<file path="src/rtl/gpio_mask_pkg.sv">
package gpio_mask_pkg;
  localparam int unsigned PINS_DEF = 8;

  // word index of the control registers inside the control window
  typedef enum logic [3:0] {
    CTL_DIR   = 4'd0,
    CTL_SENSE = 4'd1,
    CTL_BOTH  = 4'd2,
    CTL_POL   = 4'd3,
    CTL_IMASK = 4'd4,
    CTL_RAW   = 4'd5,
    CTL_MSTAT = 4'd6,
    CTL_CLEAR = 4'd7,
    CTL_ALT   = 4'd8,
    CTL_DEN   = 4'd9
  } ctl_reg_e;
endpackage

</file>
<file path="src/rtl/gpio_sync2.sv">
module gpio_sync2 #(
  parameter int unsigned W = 8
) (
  input  logic         clk,
  input  logic         rst_n,
  input  logic [W-1:0] d,
  output logic [W-1:0] q
);
  logic [W-1:0] meta_q;

  always_ff @(posedge clk or negedge rst_n) begin
    if (!rst_n) begin
      meta_q <= '0;
      q      <= '0;
    end else begin
      meta_q <= d;
      q      <= meta_q;
    end
  end
endmodule

</file>
<file path="src/rtl/gpio_cfg_regs.sv">
module gpio_cfg_regs
  import gpio_mask_pkg::*;
#(
  parameter int unsigned PINS   = 8,
  parameter int unsigned ADDR_W = PINS + 4
) (
  input  logic              clk,
  input  logic              rst_n,
  input  logic              bus_sel,
  input  logic              bus_wr,
  input  logic [ADDR_W-1:0] bus_addr,
  input  logic [PINS-1:0]   bus_wdata,
  output logic [PINS-1:0]   bus_rdata,
  input  logic [PINS-1:0]   pin_sync,
  input  logic [PINS-1:0]   irq_raw,
  input  logic [PINS-1:0]   irq_mstat,
  output logic [PINS-1:0]   data_q,
  output logic [PINS-1:0]   cfg_dir,
  output logic [PINS-1:0]   cfg_sense,
  output logic [PINS-1:0]   cfg_both,
  output logic [PINS-1:0]   cfg_pol,
  output logic [PINS-1:0]   cfg_imask,
  output logic [PINS-1:0]   cfg_alt,
  output logic [PINS-1:0]   cfg_den,
  output logic [PINS-1:0]   clr_pulse
);
  localparam int unsigned MASK_HI = PINS + 1;
  localparam int unsigned CTL_BIT = PINS + 2;
  localparam int unsigned TOP_BIT = PINS + 3;

  logic            data_acc, ctl_acc;
  logic [3:0]      idx;
  logic [PINS-1:0] amask;
  logic [PINS-1:0] pin_view;
  logic            unused_lsb;

  assign unused_lsb = ^bus_addr[1:0];
  assign data_acc   = bus_sel & ~bus_addr[TOP_BIT] & ~bus_addr[CTL_BIT];
  assign ctl_acc    = bus_sel & ~bus_addr[TOP_BIT] &  bus_addr[CTL_BIT];
  assign idx        = bus_addr[5:2];
  assign amask      = bus_addr[MASK_HI:2];

  always_ff @(posedge clk or negedge rst_n) begin
    if (!rst_n) begin
      data_q    <= '0;
      cfg_dir   <= '0;
      cfg_sense <= '0;
      cfg_both  <= '0;
      cfg_pol   <= '0;
      cfg_imask <= '0;
      cfg_alt   <= '0;
      cfg_den   <= '0;
    end else begin
      if (data_acc && bus_wr)
        data_q <= (data_q & ~amask) | (bus_wdata & amask);
      if (ctl_acc && bus_wr) begin
        case (idx)
          CTL_DIR:   cfg_dir   <= bus_wdata;
          CTL_SENSE: cfg_sense <= bus_wdata;
          CTL_BOTH:  cfg_both  <= bus_wdata;
          CTL_POL:   cfg_pol   <= bus_wdata;
          CTL_IMASK: cfg_imask <= bus_wdata;
          CTL_ALT:   cfg_alt   <= bus_wdata;
          CTL_DEN:   cfg_den   <= bus_wdata;
          default:   ;
        endcase
      end
    end
  end

  assign clr_pulse = (ctl_acc && bus_wr && idx == CTL_CLEAR) ? bus_wdata : '0;

  // output pins read back their driven value, inputs their synchronized level
  assign pin_view = cfg_den & ((cfg_dir & data_q) | (~cfg_dir & pin_sync));

  always_comb begin
    bus_rdata = '0;
    if (data_acc) begin
      bus_rdata = pin_view & amask;
    end else if (ctl_acc) begin
      case (idx)
        CTL_DIR:   bus_rdata = cfg_dir;
        CTL_SENSE: bus_rdata = cfg_sense;
        CTL_BOTH:  bus_rdata = cfg_both;
        CTL_POL:   bus_rdata = cfg_pol;
        CTL_IMASK: bus_rdata = cfg_imask;
        CTL_RAW:   bus_rdata = irq_raw;
        CTL_MSTAT: bus_rdata = irq_mstat;
        CTL_ALT:   bus_rdata = cfg_alt;
        CTL_DEN:   bus_rdata = cfg_den;
        default:   bus_rdata = '0;
      endcase
    end
  end
endmodule

</file>
<file path="src/rtl/gpio_irq_detect.sv">
module gpio_irq_detect #(
  parameter int unsigned PINS = 8
) (
  input  logic            clk,
  input  logic            rst_n,
  input  logic [PINS-1:0] pin_sync,
  input  logic [PINS-1:0] cfg_sense,
  input  logic [PINS-1:0] cfg_both,
  input  logic [PINS-1:0] cfg_pol,
  input  logic [PINS-1:0] cfg_imask,
  input  logic [PINS-1:0] cfg_den,
  input  logic [PINS-1:0] clr_pulse,
  output logic [PINS-1:0] irq_raw,
  output logic [PINS-1:0] irq_mstat,
  output logic            irq
);
  logic [PINS-1:0] prev_q;
  logic [PINS-1:0] edge_q;
  logic [PINS-1:0] edge_d;
  logic [PINS-1:0] level_hit;

  always_ff @(posedge clk or negedge rst_n) begin
    if (!rst_n) begin
      prev_q <= '0;
      edge_q <= '0;
    end else begin
      prev_q <= pin_sync;
      edge_q <= edge_d;
    end
  end

  for (genvar i = 0; i < PINS; i++) begin : g_pin
    logic rise, fall, evt;
    assign rise = pin_sync[i] & ~prev_q[i];
    assign fall = ~pin_sync[i] & prev_q[i];
    assign evt  = cfg_den[i] & (cfg_both[i] ? (rise | fall)
                                            : (cfg_pol[i] ? rise : fall));
    // a new event outranks a clear arriving in the same cycle
    assign edge_d[i]    = ((edge_q[i] & ~clr_pulse[i]) | evt) & ~cfg_sense[i] & cfg_den[i];
    assign level_hit[i] = cfg_den[i] & ~(pin_sync[i] ^ cfg_pol[i]);
    assign irq_raw[i]   = cfg_sense[i] ? level_hit[i] : edge_q[i];
  end

  assign irq_mstat = irq_raw & cfg_imask;
  assign irq       = |irq_mstat;
endmodule

</file>
<file path="src/rtl/gpio_pad_mux.sv">
module gpio_pad_mux #(
  parameter int unsigned PINS = 8
) (
  input  logic [PINS-1:0] data_q,
  input  logic [PINS-1:0] cfg_dir,
  input  logic [PINS-1:0] cfg_alt,
  input  logic [PINS-1:0] cfg_den,
  input  logic [PINS-1:0] alt_out,
  input  logic [PINS-1:0] alt_oe,
  output logic [PINS-1:0] pad_out,
  output logic [PINS-1:0] pad_oe
);
  for (genvar i = 0; i < PINS; i++) begin : g_pad
    logic use_alt;
    assign use_alt    = cfg_alt[i] & cfg_den[i];
    assign pad_out[i] = use_alt ? alt_out[i] : data_q[i];
    assign pad_oe[i]  = use_alt ? alt_oe[i]  : cfg_dir[i];
  end
endmodule

</file>
<file path="src/rtl/gpio_mask_port.sv">
module gpio_mask_port #(
  parameter int unsigned PINS   = gpio_mask_pkg::PINS_DEF,
  parameter int unsigned ADDR_W = PINS + 4
) (
  input  logic              clk,
  input  logic              rst_n,
  input  logic              bus_sel,
  input  logic              bus_wr,
  input  logic [ADDR_W-1:0] bus_addr,
  input  logic [PINS-1:0]   bus_wdata,
  output logic [PINS-1:0]   bus_rdata,
  input  logic [PINS-1:0]   pad_in,
  output logic [PINS-1:0]   pad_out,
  output logic [PINS-1:0]   pad_oe,
  input  logic [PINS-1:0]   alt_out,
  input  logic [PINS-1:0]   alt_oe,
  output logic              irq
);
  logic [PINS-1:0] pin_sync;
  logic [PINS-1:0] data_q, cfg_dir, cfg_sense, cfg_both, cfg_pol;
  logic [PINS-1:0] cfg_imask, cfg_alt, cfg_den, clr_pulse;
  logic [PINS-1:0] irq_raw, irq_mstat;

  gpio_sync2 #(.W(PINS)) u_sync (
    .clk(clk), .rst_n(rst_n), .d(pad_in), .q(pin_sync)
  );

  gpio_cfg_regs #(.PINS(PINS), .ADDR_W(ADDR_W)) u_regs (
    .clk(clk), .rst_n(rst_n),
    .bus_sel(bus_sel), .bus_wr(bus_wr), .bus_addr(bus_addr),
    .bus_wdata(bus_wdata), .bus_rdata(bus_rdata),
    .pin_sync(pin_sync), .irq_raw(irq_raw), .irq_mstat(irq_mstat),
    .data_q(data_q), .cfg_dir(cfg_dir), .cfg_sense(cfg_sense),
    .cfg_both(cfg_both), .cfg_pol(cfg_pol), .cfg_imask(cfg_imask),
    .cfg_alt(cfg_alt), .cfg_den(cfg_den), .clr_pulse(clr_pulse)
  );

  gpio_irq_detect #(.PINS(PINS)) u_irq (
    .clk(clk), .rst_n(rst_n), .pin_sync(pin_sync),
    .cfg_sense(cfg_sense), .cfg_both(cfg_both), .cfg_pol(cfg_pol),
    .cfg_imask(cfg_imask), .cfg_den(cfg_den), .clr_pulse(clr_pulse),
    .irq_raw(irq_raw), .irq_mstat(irq_mstat), .irq(irq)
  );

  gpio_pad_mux #(.PINS(PINS)) u_pad (
    .data_q(data_q), .cfg_dir(cfg_dir), .cfg_alt(cfg_alt), .cfg_den(cfg_den),
    .alt_out(alt_out), .alt_oe(alt_oe), .pad_out(pad_out), .pad_oe(pad_oe)
  );
endmodule

</file>
<file path="config.mk">
export PLATFORM = sky130hd
export DESIGN_NAME = gpio_mask_port
export DESIGN_NICKNAME = d
export VERILOG_FILES = /design/src/rtl/gpio_mask_pkg.sv /design/src/rtl/gpio_sync2.sv /design/src/rtl/gpio_cfg_regs.sv /design/src/rtl/gpio_irq_detect.sv /design/src/rtl/gpio_pad_mux.sv /design/src/rtl/gpio_mask_port.sv
export SDC_FILE = /design/constraint.sdc
export NUM_CORES = 1
export LEC_CHECK = 0
export BUFFER_PORTS_ARGS = -buffer_cell sky130_fd_sc_hd__buf_2
export CORE_MARGIN = 2
export CORE_UTILIZATION = 58
export DETAILED_ROUTE_END_ITERATION = 10
export PLACE_DENSITY = 0.8
export RECOVER_POWER = 25
export SLEW_MARGIN = 20
export SYNTH_ARGS = -nofsm -noshare
export SYNTH_HDL_FRONTEND = slang
export SYNTH_SLANG_ARGS = --single-unit
</file>
<file path="constraint.sdc">
create_clock -name clk -period 1.61 [get_ports clk]
set_input_delay 0.0805 -clock clk [delete_from_list [all_inputs] [get_ports clk]]
set_output_delay 0.0805 -clock clk [all_outputs]
set_load 0.01 [all_outputs]
</file>
Yosys cells after proc, flatten, opt, wreduce, memory -nomap -nowiden --
Cells that the tools add are included. Widths: inputs -> output; s select.
Word-level totals: bits in registers 96, latch bits 0, RAM bits 0, ROM bits 0, input port bits 48, memories 0
Cells by class: add/subtract/negate cells 0, multipliers 0, div/mod/pow operators 0, magnitude comparators 0, equal/unequal tests 9, shift operators 0, muxes and demuxes 44, bitwise operators 144, reduce and logical (&&, ||, !) cells 12
Operators by type and width (count):
- $pmux 8 s9 | 1
- $and 1x1->1 | 67
- $and 8x8->8 | 7
- $not 1->1 | 42
- $mux 1 | 40
- $mux 8 | 3
- $eq 4x3->1 const B | 4
- $not 8->8 | 2
- $or 1x1->1 | 16
- $or 8x8->8 | 2
- $reduce_and 2->1 | 7
- $eq 4x2->1 const B | 2
- $eq 4x4->1 const B | 2
- $reduce_or 8->1 | 1
- $xor 1x1->1 | 8
- $eq 4x1->1 const B | 1
- $logic_not 4->1 | 1
- $logic_and 1x1->1 | 3

Depth between registers and ports, before layout --
word-level depth 11, mapped depth 6

Hierarchy --
Synthesis repeated with hierarchy kept, for this count alone.
Unflattened totals: cells, all modules 466, area total of the unflattened synthesis 5377.7 um^2
Modules (own cells, without submodules):
- gpio_cfg_regs | times used 1, cells an instance 285, area each 3500.9 um^2, seq. area each 1601.5 um^2
- gpio_irq_detect | times used 1, cells an instance 141, area each 1266.2 um^2, seq. area each 400.4 um^2
- gpio_sync2 | times used 1, cells an instance 16, area each 400.4 um^2, seq. area each 400.4 um^2
- gpio_pad_mux | times used 1, cells an instance 24, area each 210.2 um^2, seq. area each 0.0 um^2

Worst setup path before layout --
OpenSTA, ideal clock, no wires.
kind flip-flop to output port, start point register u_sync.q[3], end point output bus_rdata[3], arrival 1.300 ns, path slack 0.230 ns, stages on the path, launching flop included 5, cell sequence dfrtp_1 -> xor2_1 -> o22a_1 -> o32a_1 -> o211ai_1
On the way: longest elaborated chain between the ends 8
RTL lines:
- start, declared | line gpio_sync2.sv:7 | output logic [W-1:0] q
- start signal, assigned | line gpio_sync2.sv:17 | q <= meta_q;
- $xor 1x1->1 | line gpio_irq_detect.sv:40 | assign level_hit[i] = cfg_den[i] & ~(pin_sync[i] ^ cfg_pol[i]);
- $not 1->1 | line gpio_irq_detect.sv:40
- $and 1x1->1 | line gpio_irq_detect.sv:40
- $mux 1 | line gpio_irq_detect.sv:41 | assign irq_raw[i] = cfg_sense[i] ? level_hit[i] : edge_q[i];
- $and 8x8->8 | line gpio_irq_detect.sv:44 | assign irq_mstat = irq_raw & cfg_imask;
- $pmux 8 s9 | line gpio_cfg_regs.sv:81 | case (idx)
- $mux 8 | line gpio_cfg_regs.sv:80 | end else if (ctl_acc) begin
- $mux 8 * | line gpio_cfg_regs.sv:78 | if (data_acc) begin
- end, declared | line gpio_mask_port.sv:11 | output logic [PINS-1:0] bus_rdata,
Every way passes the cells marked *; elsewhere a longest branch is shown, timed or not.

Final worst setup path --
Ends and elaborated chain as after synthesis.

==> metrics.md <==
| Metric | Value |
|---|---|
| Slowest stage delay, CP | `between 0.4 and 0.5 ns` |
| Setup WS post-layout | `-0.271 ns` |
| Pin count of the biggest net entering global routing | `97` |
| Pwr/cell area | `between 800 and 900 nW/um^2` |
| First-pass GRT wire length | `roughly 23,000 um` |
| Synth Area in Simple Gates | `0.106` |
| Xor-xnor portion of the synthesized cell area | `0.0133` |
| CP bufs+invs | `1` |
| H-tree depth | `3` |
| CP Depth | `5` |
| Fin Clk Skew | `~0.0080 ns` |
| Startpoint Class | `flip-flop` |
| Clk sink count | `96` |
| Failing checks | `setup timing` |
| Slew HR | `0.213` |
| Bufs on Longest Clock Path | `2` |
| Fmax | `0.532 GHz` |
| Detail Route Antenna Nets | `0` |
| Latest clock arrival within the worst-skew pair | `between 0.3 and 0.4 ns` |
| Lkg Pwr | `0.00328 uW` |
| Synth-to-Final Area Change | `27.2%` |
| Sequential area share after synthesis | `0.455` |
| Via density | `about 6.2` |
| Crit Path Class | `flip-flop to output port` |
| Slew Limit Fails | `0` |
| DRC viols | `0` |
| R2R cell count | `6` |
| Tightest Pin Transition | `around 1.2 ns` |
| Starting Density | `0.602` |
| Post-route insts no fill | `716` |
| Clock Root Buffer | `clkbuf_8` |
| RSZ-0062 raised after global routing | `true` |
| Row cnt | `34` |
| Critical path's slowest cell | `dfrtp_1` |
| #FFs+latches synth | `96` |
| Initial antenna violation count | `0` |
| First-pass DRT Iterations | `5` |
| Async SR Flop Fraction | `1.00` |
| Final count of negative-setup-slack endpoints | `9` |
| Hold/Removal Path Class | `input port to flip-flop` |
| Largest family of logic cells by synthesized area | `multiplexers` |
| Post-synthesis compound-gate area fraction | `0.124` |
| Syn_area_per_cell | `around 12 um^2` |
| Multiplexer area fraction after synthesis | `0.220` |
| Final Net Count | `between 600 and 700` |
| Fill count | `approximately 540` |
| Via count | `~4,500` |
| Total chip power | `5790 uW` |
| Distinct cell type count after synthesis | `55` |
| Hold Path Cell Cnt | `3` |
| Post-synth EDFFs | `0` |
| Crit path max-delay family | `compound AO/OA/AOI/OAI gates` |
| Initial DRC Count | `~260` |
| Num CTS Buffers | `9` |
| Final period util | `1.17` |
| Gr ovfl total | `0` |
| Die area | `between 9000 and 10,000 um^2` |
| Crit end category | `output port` |
| Status | `complete, but fails checks` |
| YS warnings | `0` |
| # diodes | `0` |
| Final period demand of the worst path | `roughly 1.9 ns` |
| Post-synth net total | `around 520` |
| Critical path peak fanout | `4` |
| Number of global-route vias before repair | `~4,600` |
| I/O Buffers | `70` |
| DIE WIDTH | `about 100 um` |
| Area of the core | `between 8000 and 9000 um^2` |
| Share of layout cells above drive strength 1 | `0.472` |
| CTS tree | `done` |
| Post-Synth Adder-Cell Area | `0.0379` |
| Placed cells | `between 600 and 700` |
| Worst vdd ir | `0.634 mV` |
| GP Congestion | `0.861` |
| Die Y | `approximately 99 um` |
| Mapped cell area | `5280 um^2` |
| Cells after Synth | `~460` |
| Hold Fails Final Rpt | `0` |
| CP Cell Sequence | `xor2_1 -> o22a_1 -> o32a_1 -> o211ai_1 -> buf_2` |
| Synth Flop Type | `dfrtp_1` |
| Routed len/inst | `just over 20 um` |
| Worst Path Required | `roughly 1.5 ns` |
| DRT Wirelength | `~15,000 um` |
| Max-cap violations | `0` |
| Clock-pin slew on the worst setup and hold paths | `approximately 0.090 ns` |
| Worst Path Arrival | `~1.8 ns` |
| Total global-route track usage | `0.298` |
| Post-DP HPWL | `roughly 9400 um` |
| IO Count | `between 70 and 80` |
Yosys cell counts, types with 3 or more instances:
cell type   n  area (um^2)
dfrtp_1    96         2400
mux2_2     94         1060
nand2_1    40          150
inv_1      26         97.6
o21ai_0    17         85.1
ha_1       16          200
a21oi_1    14         70.1
buf_2      14         70.1
nand2b_1   10         62.6
mux2i_1     9         90.1
a41o_1      8         80.1
nand4_1     8         50.1
xor2_1      8         70.1
o22ai_1     7         43.8
a22o_1      6         52.6
a221oi_1    5         43.8
nand4b_1    5         43.8
nor2_1      5         18.8
o211ai_1    5         37.5
a21o_1      4         30.0
a22oi_1     4         30.0
buf_6       4         45.0
o2bb2ai_1   4         35.0
and3_1      3         18.8
nand3b_1    3         22.5
nor2b_1     3         18.8
timing repair:
item                       4_1_cts  5_1_grt
setup buffers                   27        6
pin swaps                       19        9
setup endpoints to repair        9       20
hold endpoints to repair       104        0
hold buffers                     9        0
resized for setup               15       19
path summary, 6_finish.rpt:
path | slack [ns] | end | from
max | -0.27 | bus_rdata[3] | u_sync.q[3]
min | 0.04 | flip-flop | bus_addr[8]
max reg2reg | 0.09 | u_irq.edge_q[0] | u_sync.q[0]
min reg2reg | 0.35 | u_sync.q[4] | u_sync.meta_q[4]
max in group asynchronous | 0.21 | u_regs.cfg_den[0] | rst_n
min in group asynchronous | 0.59 | u_sync.q[4] | rst_n
stage by stage:
step	worst slack (ns)	hold slack (ns)	instance area (um^2)	util	setup TNS, ns
after floorplan	0.230	-0.215	5280	-	0
after global placement	0.0569	0.175	6020	0.686	0
after detailed placement	0.0380	0.170	6020	0.686	0
after CTS	-0.287	0.0345	6620	0.755	-1.28
after global routing	-0.358	0.0343	6710	0.766	-2.40
final	-0.271	0.0417	6710	0.766	-1.47
logic make-up (layout without fill, tap and decap cells):
| kind of cell | count (synthesis) | after routing |
|---|---|---|
| AO/OA/AOI/OAI | 91 | 91 |
| adder cells (fa/ha/maj) | 16 | 16 |
| flip-flops | 96 | 96 |
| XOR/XNOR | 8 | 8 |
| multiplexers | 104 | 104 |
| AND/OR/NAND/NOR | 96 | 96 |
| buffers and inverters | 46 | 197 |
report_power, final:
part | switching (uW) | internal (uW)
clock network | 867 | 1040
registers | 186 | 2610
logic | 514 | 573
layout by cell type, fill, tap and decap left out, types with 5 or more instances in the layout:
cell           count
nand2_2            5
buf_2             67
nand4b_1           5
dlygate4sd3_1      9
buf_4             70
ha_1              16
nand2_1           34
clkbuf_8           9
o22ai_2            5
nand2b_1          10
a41o_1             8
a21oi_1           14
nor2_1             5
dfrtp_1           93
a22o_1             6
mux2i_1            9
inv_1             26
o211ai_1           5
mux2_2            92
nand4_1            8
o21ai_0           15
xor2_1             8
state kept, by name, summed over array words and instances (netlist names), named ones only:
name              cells
u_sync.meta_q         8
u_regs.cfg_imask      8
u_regs.cfg_den        8
u_regs.cfg_pol        8
u_regs.cfg_sense      8
u_regs.cfg_both       8
u_regs.cfg_dir        8
u_irq.prev_q          8
u_sync.q              8
u_regs.cfg_alt        8
u_irq.edge_q          8
layout make-up:
class,count,area (um^2),area share
Timing Repair Buffer,155,1060,0.158
Multi-Input combinational cell,315,2770,0.413
Clock inverter,6,115,0.0172
Clock buffer,10,128,0.0190
Inverter,26,97.6,0.0145
Tap cell,108,135,0.0201
Sequential cell,96,2410,0.359
worst reg2reg max path: cells and delay by family, from the launching register on:
kind	cells	cell delay, ns
compound gates	2	0.29
flops	1	0.39
buf+inv	2	0.27
fa+ha+maj	1	0.20
mux	1	0.25
layer usage:
metal	vias to the layer above	wire length, um	share of wire	global-route usage
met3	53	1180	0.081	0.0717
met4	0	468	0.032	0.133
met5	-	0	0	0
met1	2218	5690	0.39	0.368
li1	1974	-	-	-
met2	227	7210	0.50	0.499
Power figures use the tool's default switching activity.
